<file path="config.mk">
export PLATFORM = sky130hd
export DESIGN_NAME = alu8_core
export DESIGN_NICKNAME = d
export VERILOG_FILES = /design/src/rtl/alu8_pkg.sv /design/src/rtl/alu8_addsub.sv /design/src/rtl/alu8_bitops.sv /design/src/rtl/alu8_mul.sv /design/src/rtl/alu8_flags.sv /design/src/rtl/alu8_core.sv
export SDC_FILE = /design/constraint.sdc
export NUM_CORES = 1
export LEC_CHECK = 0
export ABC_AREA = 1
export BUFFER_PORTS_ARGS = -buffer_cell sky130_fd_sc_hd__buf_2
export CORE_MARGIN = 5
export CORE_UTILIZATION = 30
export DETAILED_ROUTE_END_ITERATION = 8
export PLACE_DENSITY = 0.56
export SYNTH_ARGS = -nofsm -noshare
export SYNTH_HDL_FRONTEND = slang
export SYNTH_SLANG_ARGS = --single-unit
</file>
<file path="constraint.sdc">
create_clock -name vclk -period 10.4
set_input_delay 3.12 -clock vclk [all_inputs]
set_output_delay 3.12 -clock vclk [all_outputs]
set_load 0.005 [all_outputs]
</file>
<file path="src/rtl/alu8_pkg.sv">
// Package: shared operation codes, status bit positions and the per-op
// mask of status bits each operation may rewrite.
package alu8_pkg;

    localparam int STAT_W = 8;
    localparam int FL_C = 0;
    localparam int FL_Z = 1;
    localparam int FL_N = 2;
    localparam int FL_V = 3;
    localparam int FL_S = 4;
    localparam int FL_H = 5;
    localparam int FL_T = 6;
    localparam int FL_I = 7;

    typedef enum logic [4:0] {
        OP_ADD  = 5'd0,  OP_ADC  = 5'd1,  OP_SUB  = 5'd2,  OP_SBC  = 5'd3,
        OP_AND  = 5'd4,  OP_OR   = 5'd5,  OP_XOR  = 5'd6,  OP_COM  = 5'd7,
        OP_NEG  = 5'd8,  OP_INC  = 5'd9,  OP_DEC  = 5'd10, OP_CLR  = 5'd11,
        OP_SER  = 5'd12, OP_LSL  = 5'd13, OP_LSR  = 5'd14, OP_ASR  = 5'd15,
        OP_ROL  = 5'd16, OP_SWAP = 5'd17, OP_MUL  = 5'd18, OP_SEC  = 5'd19,
        OP_CLC  = 5'd20
    } alu_op_e;

    // Which status bits an operation is allowed to change.
    function automatic logic [STAT_W-1:0] flag_mask(input alu_op_e op);
        case (op)
            OP_ADD, OP_ADC, OP_SUB, OP_SBC, OP_NEG: flag_mask = 8'h3F;
            OP_AND, OP_OR, OP_XOR, OP_INC, OP_DEC, OP_CLR: flag_mask = 8'h1E;
            OP_COM, OP_LSL, OP_LSR, OP_ASR, OP_ROL: flag_mask = 8'h1F;
            OP_MUL:         flag_mask = 8'h03;
            OP_SEC, OP_CLC: flag_mask = 8'h01;
            default:        flag_mask = 8'h00;
        endcase
    endfunction

    // True for operations whose result comes from the add/subtract path.
    function automatic logic uses_adder(input alu_op_e op);
        case (op)
            OP_ADD, OP_ADC, OP_SUB, OP_SBC, OP_NEG, OP_INC, OP_DEC: uses_adder = 1'b1;
            default: uses_adder = 1'b0;
        endcase
    endfunction

endpackage

</file>
<file path="src/rtl/alu8_addsub.sv">
// Module: shared adder/subtractor. Produces the sum or difference with the
// carry (or borrow) out of the top bit, the carry (or borrow) out of the
// low half, and signed overflow. Assumes W is even.
module alu8_addsub #(
    parameter int W = 8
) (
    input  logic [W-1:0] x,
    input  logic [W-1:0] y,
    input  logic         cin,
    input  logic         sub,
    output logic [W-1:0] sum,
    output logic         carry,
    output logic         half,
    output logic         ovf
);
    localparam int HB = W / 2;

    logic [W:0]  wide;
    logic [HB:0] low;

    // Purpose: full-width and low-half add or subtract with carry-in.
    always_comb begin
        if (sub) begin
            wide = {1'b0, x} - {1'b0, y} - {{W{1'b0}}, cin};
            low  = {1'b0, x[HB-1:0]} - {1'b0, y[HB-1:0]} - {{HB{1'b0}}, cin};
            ovf  = (x[W-1] != y[W-1]) && (wide[W-1] != x[W-1]);
        end else begin
            wide = {1'b0, x} + {1'b0, y} + {{W{1'b0}}, cin};
            low  = {1'b0, x[HB-1:0]} + {1'b0, y[HB-1:0]} + {{HB{1'b0}}, cin};
            ovf  = (x[W-1] == y[W-1]) && (wide[W-1] != x[W-1]);
        end
    end

    assign sum   = wide[W-1:0];
    assign carry = wide[W];
    assign half  = low[HB];

    // Purpose: sanity of the carry and borrow outputs against the operands.
    always_comb begin
        if (!sub && !carry)
            AST_ADD_NO_WRAP: assert (sum >= x);
        if (sub && !carry)
            AST_SUB_NO_WRAP: assert (sum <= x);
    end

endmodule

</file>
<file path="src/rtl/alu8_bitops.sv">
// Module: logic, constant, shift, rotate and nibble-swap results, plus the
// bit shifted out by a shift or rotate. Any other op passes operand a.
module alu8_bitops
    import alu8_pkg::*;
#(
    parameter int W = 8
) (
    input  alu_op_e      op,
    input  logic [W-1:0] a,
    input  logic [W-1:0] b,
    input  logic         cin,
    output logic [W-1:0] res,
    output logic         sh_c
);
    localparam int HB = W / 2;

    // Purpose: select the bitwise or positional result for the operation.
    always_comb begin
        sh_c = 1'b0;
        case (op)
            OP_AND:  res = a & b;
            OP_OR:   res = a | b;
            OP_XOR:  res = a ^ b;
            OP_COM:  res = ~a;
            OP_CLR:  res = '0;
            OP_SER:  res = '1;
            OP_LSL:  begin res = {a[W-2:0], 1'b0};     sh_c = a[W-1]; end
            OP_LSR:  begin res = {1'b0, a[W-1:1]};     sh_c = a[0];   end
            OP_ASR:  begin res = {a[W-1], a[W-1:1]};   sh_c = a[0];   end
            OP_ROL:  begin res = {a[W-2:0], cin};      sh_c = a[W-1]; end
            OP_SWAP: res = {a[HB-1:0], a[W-1:HB]};
            default: res = a;
        endcase
    end

    // Purpose: check the sign-keeping shift and the rotate carry-in.
    always_comb begin
        if (op == OP_ASR)
            AST_ASR_KEEPS_SIGN: assert (res[W-1] == a[W-1]);
        if (op == OP_ROL)
            AST_ROL_TAKES_C: assert (res[0] == cin);
    end

endmodule

</file>
<file path="src/rtl/alu8_mul.sv">
// Module: unsigned W x W multiplier whose output is held at zero unless
// enabled, so downstream storage sees a quiet bus on other operations.
module alu8_mul #(
    parameter int W = 8
) (
    input  logic [W-1:0]   a,
    input  logic [W-1:0]   b,
    input  logic           en,
    output logic [2*W-1:0] product
);
    // Purpose: gated full-width product.
    always_comb begin
        if (en)
            product = {{W{1'b0}}, a} * {{W{1'b0}}, b};
        else
            product = '0;
    end

    // Purpose: identity check on a unit multiplier.
    always_comb begin
        if (en && b == {{(W-1){1'b0}}, 1'b1})
            AST_MUL_BY_ONE: assert (product == {{W{1'b0}}, a});
    end

endmodule

</file>
<file path="src/rtl/alu8_flags.sv">
// Module: builds candidate status bits for the operation, then merges
// them with the incoming status through the operation's write mask.
// Assumes an 8-bit status word with the bit positions of the package.
module alu8_flags
    import alu8_pkg::*;
#(
    parameter int W = 8
) (
    input  alu_op_e           op,
    input  logic [W-1:0]      res,
    input  logic              ar_c,
    input  logic              ar_h,
    input  logic              ar_v,
    input  logic              sh_c,
    input  logic [2*W-1:0]    product,
    input  logic [STAT_W-1:0] stat_in,
    output logic [STAT_W-1:0] stat_out
);
    logic [STAT_W-1:0] cand;
    logic [STAT_W-1:0] mask;

    assign mask = flag_mask(op);

    // Purpose: compute every flag the operation could produce.
    always_comb begin
        cand       = stat_in;
        cand[FL_Z] = (res == '0);
        cand[FL_N] = res[W-1];
        case (op)
            OP_ADD, OP_ADC, OP_SUB, OP_SBC, OP_NEG, OP_INC, OP_DEC: begin
                cand[FL_C] = ar_c;
                cand[FL_H] = ar_h;
                cand[FL_V] = ar_v;
            end
            OP_AND, OP_OR, OP_XOR, OP_CLR: cand[FL_V] = 1'b0;
            OP_COM: begin
                cand[FL_V] = 1'b0;
                cand[FL_C] = 1'b1;
            end
            OP_LSL, OP_LSR, OP_ASR, OP_ROL: begin
                cand[FL_C] = sh_c;
                cand[FL_V] = res[W-1] ^ sh_c;
            end
            OP_MUL: begin
                cand[FL_C] = product[2*W-1];
                cand[FL_Z] = (product == '0);
            end
            OP_SEC:  cand[FL_C] = 1'b1;
            OP_CLC:  cand[FL_C] = 1'b0;
            default: cand = stat_in;
        endcase
        cand[FL_S] = cand[FL_N] ^ cand[FL_V];
    end

    // Purpose: apply only the bits the operation is allowed to write.
    assign stat_out = (cand & mask) | (stat_in & ~mask);

    // Purpose: check fixed flag outcomes of complement and clear.
    always_comb begin
        if (op == OP_COM)
            AST_COM_SETS_C: assert (stat_out[FL_C] && !stat_out[FL_V]);
        if (op == OP_CLR)
            AST_CLR_FLAGS: assert (stat_out[FL_Z] && !stat_out[FL_N]
                                   && stat_out[FL_C] == stat_in[FL_C]);
    end

endmodule

</file>
<file path="src/rtl/alu8_core.sv">
// Module: top of the combinational ALU. Routes operands to the shared
// adder, the bitwise/shift unit and the multiplier, selects the result,
// and derives the next status word. Assumes op_sel is valid for the
// whole cycle; unassigned codes pass operand a and keep the status.
module alu8_core
    import alu8_pkg::*;
#(
    parameter int W = 8
) (
    input  logic [W-1:0]      opnd_a,
    input  logic [W-1:0]      opnd_b,
    input  logic [4:0]        op_sel,
    input  logic [STAT_W-1:0] stat_in,
    output logic [W-1:0]      result,
    output logic [2*W-1:0]    product,
    output logic [STAT_W-1:0] stat_out
);
    alu_op_e      op_e;
    logic [W-1:0] ax, ay, sum, bit_res;
    logic         ci, sb, ar_c, ar_h, ar_v, sh_c;

    assign op_e = alu_op_e'(op_sel);

    // Purpose: choose adder operands, carry-in and direction per operation.
    always_comb begin
        ax = opnd_a;
        ay = opnd_b;
        ci = 1'b0;
        sb = 1'b0;
        case (op_e)
            OP_ADC: ci = stat_in[FL_C];
            OP_SUB: sb = 1'b1;
            OP_SBC: begin sb = 1'b1; ci = stat_in[FL_C]; end
            OP_NEG: begin ax = '0; ay = opnd_a; sb = 1'b1; end
            OP_INC: ay = {{(W-1){1'b0}}, 1'b1};
            OP_DEC: begin ay = {{(W-1){1'b0}}, 1'b1}; sb = 1'b1; end
            default: ;
        endcase
    end

    alu8_addsub #(.W(W)) u_addsub (
        .x(ax), .y(ay), .cin(ci), .sub(sb),
        .sum(sum), .carry(ar_c), .half(ar_h), .ovf(ar_v)
    );

    alu8_bitops #(.W(W)) u_bitops (
        .op(op_e), .a(opnd_a), .b(opnd_b), .cin(stat_in[FL_C]),
        .res(bit_res), .sh_c(sh_c)
    );

    alu8_mul #(.W(W)) u_mul (
        .a(opnd_a), .b(opnd_b), .en(op_e == OP_MUL), .product(product)
    );

    // Purpose: final result selection.
    always_comb begin
        if (uses_adder(op_e))
            result = sum;
        else if (op_e == OP_MUL)
            result = product[W-1:0];
        else
            result = bit_res;
    end

    alu8_flags #(.W(W)) u_flags (
        .op(op_e), .res(result), .ar_c(ar_c), .ar_h(ar_h), .ar_v(ar_v),
        .sh_c(sh_c), .product(product), .stat_in(stat_in), .stat_out(stat_out)
    );

    // Purpose: port-level status relations.
    always_comb begin
        AST_TOP_BITS_KEPT: assert (stat_out[FL_I:FL_T] == stat_in[FL_I:FL_T]);
        if (flag_mask(op_e)[FL_N])
            AST_SIGN_IS_N_XOR_V: assert (stat_out[FL_S] == (stat_out[FL_N] ^ stat_out[FL_V]));
        if (flag_mask(op_e)[FL_Z] && op_e != OP_MUL)
            AST_ZERO_MATCHES: assert (stat_out[FL_Z] == (result == '0));
        if (op_e == OP_MUL)
            AST_MUL_CARRY_TOP: assert (stat_out[FL_C] == product[2*W-1]);
        else
            AST_PRODUCT_QUIET: assert (product == '0);
    end

endmodule

</file>
After elaboration in Yosys (flattened, before gate mapping)

Memory sizes are Yosys's and may differ from the RTL's.
Cells that the tools add are included.

Bits in registers: 0
Bits in read-only memories: 192
Input bits: 29
Output and inout port bits: 32
Word-level logic and storage cells: 78
Memories kept: 1

Memory list:

| memory           | words | width | rd ports | clocked after memory_dff | write ports | RTL line       | RTL |
|---|---|---|---|---|---|---|---|
| (name not given) | 32    | 6     | 1        | 0                        | 0           | alu8_pkg.sv:26 | `case (op)` |

$add $sub $neg: 8
Multiply operators: 1
Eq/ne operators: 24
Multiplexer cells: 18
Bitwise logic cells: 10
Reductions and logical operators: 16

Operators by type and width:

| operator                                             | count |
|---|---|
| one-hot mux 8 bit (11 select lines)                  | 1 |
| equality test 5 x 4 -> 1 bit (second input constant) | 8 |
| equality test 5 bit (second input constant)          | 5 |
| bitwise AND 8 bit                                    | 3 |
| two-way mux 8 bit                                    | 3 |
| equality test 5 x 3 -> 1 bit (second input constant) | 4 |
| OR reduction 19 bit                                  | 1 |
| OR reduction 18 bit                                  | 1 |
| zero test 16 bit                                     | 1 |
| multiplier 8 x 8 -> 16 bit                           | 1 |
| two-way mux 16 bit                                   | 1 |
| inverter 8 bit                                       | 2 |
| OR 8 bit                                             | 2 |
| one-hot mux 8 bit (2 select lines)                   | 1 |
| equality test 5 x 2 -> 1 bit (second input constant) | 2 |
| OR reduction 2 bit                                   | 5 |
| adder 8 x 8 -> 9 bit                                 | 1 |
| adder 9 x 1 -> 9 bit                                 | 1 |
| two-way mux 9 bit                                    | 1 |
| subtractor 8 x 8 -> 9 bit                            | 1 |
| subtractor 9 x 1 -> 9 bit                            | 1 |
| zero test 8 bit                                      | 1 |
| OR reduction 4 bit                                   | 2 |
| bitwise XOR 8 bit                                    | 1 |
| 17 further kinds                                     | 27 |

Depth between registers and ports, before layout

Depth in word-level cells: 12
Mapped depth: 26
Depth with buffers taken out: 26

Modules after synthesis

A second synthesis with hierarchy kept.

Cells, all modules: 1,012
Area total of the unflattened synthesis: 5,853.1 sq um

By module, submodules not included:

| module      | times used | cells an instance | area an instance (sq um) | sequential area each (sq um) |
|---|---|---|---|---|
| alu8_mul    | 1          | 400               | 2,463.6                  | 0.0 |
| alu8_bitops | 1          | 230               | 1,265.0                  | 0.0 |
| alu8_addsub | 1          | 169               | 1,046.0                  | 0.0 |
| alu8_core   | 1          | 113               | 579.3                    | 0.0 |
| alu8_flags  | 1          | 100               | 499.2                    | 0.0 |

Worst setup path before layout

No wires, ideal clock.

Kind: input to output
From: input port opnd_a[2]
To: output port stat_out[1]
Data arrival time: 7.122 ns
Required time: 7.280 ns
Path slack: 0.158 ns
Cell stages on the path: 22
Path buffers: 1
Path through: clkbuf_1 nand2_1 inv_1 fa_1 fa_1 fa_1 inv_1 fa_1 inv_1 ha_1 a21oi_1 nor2_1 o21ai_0 nand4_1 or2_2 nand3_1 nand2_1 nor2_1 nand4_1 nand2_1 nand2_1 nand2_1

Cells in the longest elaborated chain, start to end: 9
Elaborated cells between the ends (all ways): 21
Classes of those cells: 4 x add/sub; 1 x mul; 8 x mux; 6 x bitwise; 2 x reduce/logical

RTL lines:

| what                                                                           | RTL line                             | RTL |
|---|---|---|
| from (decl)                                                                    | alu8_core.sv:10                      | `input logic [W-1:0] opnd_a,` |
| one-hot mux 8 bit (2 select lines) / two-way mux 8 bit (equally long branches) | alu8_core.sv:30                      | `case (op_e)` |
| adder 8 x 8 -> 9 bit / subtractor 8 x 8 -> 9 bit (equally long branches)       | alu8_addsub.sv:28, alu8_addsub.sv:24 |  |
| adder 9 x 1 -> 9 bit / subtractor 9 x 1 -> 9 bit (equally long branches)       | alu8_addsub.sv:28, alu8_addsub.sv:24 |  |
| two-way mux 9 bit                                                              | alu8_addsub.sv:23                    | `if (sub) begin` |
| two-way mux 8 bit                                                              | alu8_core.sv:57                      | `if (uses_adder(op_e))` |
| zero test 8 bit                                                                | alu8_flags.sv:27                     | `cand[FL_Z] = (res == '0);` |
| one-hot mux 1 bit (2 select lines) (*)                                         | alu8_flags.sv:29                     | `case (op)` |
| bitwise AND 8 bit (*)                                                          | alu8_flags.sv:56                     | `assign stat_out = (cand & mask) \| (stat_in & ~mask);` |
| OR 8 bit (*)                                                                   | alu8_flags.sv:56                     |  |
| to (decl)                                                                      | alu8_core.sv:16                      | `output logic [STAT_W-1:0] stat_out` |

Mark *: on every way between the ends. The rest lies on a longest branch, timed or not.

Worst setup path after layout

From: input port opnd_a[5]
To: output port stat_out[1]

Same word-level chain as after synthesis.

==> flow_summary.ini <==
[die]
dieArea_um2 = 19350
io_pins = 61
die_w_um = 139.1
row_count = 47
floorplan.initialDensity = 0.3036
die_y_um = 139.1
core_area_um2 = 16470

[sta]
slew_viol_final = 0
period_minus_slack_ns = 10.37
setup_ws_ns = 0.03079
clock.fmax_mhz = 96.44
slew_headroom = 0.4783
rsz0062_at_grt = yes
finalHoldViolCount = 0
setup-violations-final = 0
post-route-period-util = 0.9970
worst_slew_pin_slew_ns = 0.7824

[layout]
layout-drive-gt1-share = 0.2225
numSequentialCells = 0
clock_buffers = 0
antenna_cells = 0
post-route-util = 0.3814
num-nets-final = 1097
area_delta_synth_final_pct = 25.60
finalNonFillerCells = 1173
regArea_um2 = 0
post-route-cell-area_um2 = 6280

[drt]
final_antenna_net_count = 0
firstDrtPassIters = 7
drt_iter0_drc = 319
drc = 0
via_per_inst = 4.673
wl_per_cell_um = 13.29
num_vias = 5481
routed_wl_um = 15590

[synthesis]
syn-num-nets = 993
avgSynthCellArea_um2 = 5.875
yosysTopAreaCell = ha_1
yosys_warnings = 0
netlist_area_um2 = 5000
synth.area.top_cells = ha_1 (18%), fa_1 (16%), nand2_1 (16%)
post_synth_num_cell_types = 43
syn_inst = 851
ys_seq_area_frac = 0
synth_top_area_share = 0.1827

[placed_design]
dpl.hpwl_um = 13380
placed_area_um2 = 5917
dp.cells = 1167
place_ws_ns = -0.3386
io_buffers = 57
place.gp.congestion = 0.9438

[grt]
grt_max_degree = 19
grt_pass1_wl_um = 26210
grt.overflow.total = 0
grt_usage = 0.1590
grt_pass1_vias = 5290
antenna_found_initial = 0

[pwr]
ir_drop_v = 0.00007662
leakage_nw = 3.753
cellPowerDensity_nw_per_um2 = 101.2

[setup_path]
path_max_fanout = 5
arrival_ns = 7.25
startpoint_type = primary input
critPathKind = in -> out
end_kind = output pin
cp.required_ns = 7.28

[status]
status = finished, final reports clean

[worst_hold_path]
holdPathStages = 0
hold_path_class = in -> out

[job]
max-cap-violations = 0
[placed cells by master (no fill, tap or decap), drive strengths merged, types with 2 or more instances in the layout]
master  synthesis  routed
nand2         216     216
inv           206     206
buf            11     130
nor2           82      82
ha             73      73
nand3          67      67
fa             40      40
o21ai          38      38
a21oi          32      32
o22ai          11      11
nand4          11      11
nor3           11      11
o211ai          6       6
xor2            4       4
or2             4       4
a21o            3       3
nand3b          3       3
o21a            2       2
a31oi           2       2
nor4            2       2
[critical path, stage by stage]
cell     delay (ns)
buf_2          0.15
buf_4          0.15
ha_2           0.19
fa_1           0.46
fa_1           0.51
fa_1           0.56
ha_4           0.22
ha_4           0.24
a21o_1         0.20
a31oi_1        0.19
nand3_1        0.13
or2_2          0.30
nand3_2        0.07
nand2_1        0.06
nor2_1         0.08
nand4_1        0.21
nand2_1        0.17
nand2_1        0.06
nand2_1        0.06
buf_2          0.10
[cell families after synthesis]
logic type / after synthesis / share of synthesized area
multiplexers: 1 / 0.002252
AO/OA/AOI/OAI: 101 / 0.1169
XOR/XNOR: 5 / 0.008758
adder cells (fa/ha/maj): 113 / 0.3428
AND/OR/NAND/NOR: 397 / 0.3453
buffers and inverters: 234 / 0.1839
[cells in the mapped netlist (all sizes together)]
library cell	instances
a211o	1
a211oi	1
a21o	3
a21oi	32
a221oi	1
a22o	1
a22oi	1
a31oi	2
buf	11
clkbuf	17
fa	40
ha	73
inv	206
mux2	1
nand2	216
nand2b	1
nand3	67
nand3b	3
nand4	11
nor2	82
nor3	11
nor4	2
o2111ai	1
o211ai	6
o21a	2
o21ai	38
o21bai	1
o22ai	11
or2	4
xnor2	1
xor2	4
[per-layer routing]
layer | wire length (um) | share of wire | GRT usage
met3 | 698 | 0.045 | 0.008276
met1 | 7585 | 0.49 | 0.2367
met4 | 249 | 0.016 | 0.01957
met5 | 0 | 0 | 0
met2 | 7055 | 0.45 | 0.2618
[report_power, final]
| part | leakage (nW) | total (mW) | switching [mW] | internal (mW) |
|---|---|---|---|---|
| combinational | 3.75 | 0.636 | 0.347 | 0.288 |
| clock | 0 | 0 | 0 | 0 |
| sequential | 0 | 0 | 0 | 0 |
[per-stage QoR]
stage                     total power, mW  hold WS, ns  setup TNS, ns
final                              0.6357        6.240              0
after global routing               0.7186        6.240        -0.1960
after CTS                          0.5946        6.240       -0.02522
after detailed placement           0.5157        6.240        -0.4466
after global placement             0.5160        6.240        -0.3399
after floorplan                    0.3566        6.321              0
[final cells by class]
type                       count  area, um^2
fill                        1854       10190
inverter                     206       773.2
multi-input combinational    617        4325
tap                          220       275.3
timing repair buffer         130       905.9
[final timing paths]
path       start          end  slack, ns
max    opnd_a[5]  stat_out[1]       0.03
min   stat_in[7]  stat_out[7]       6.24
[repair_timing]
item | 4_1_cts | 5_1_grt
setup buffers | 2 | 4
resized for setup | 42 | 30
setup endpoints to repair | 3 | 3
hold buffers | 0 | 0
pin swaps | 35 | 28
No activity file was read; power rests on OpenSTA's default activity.
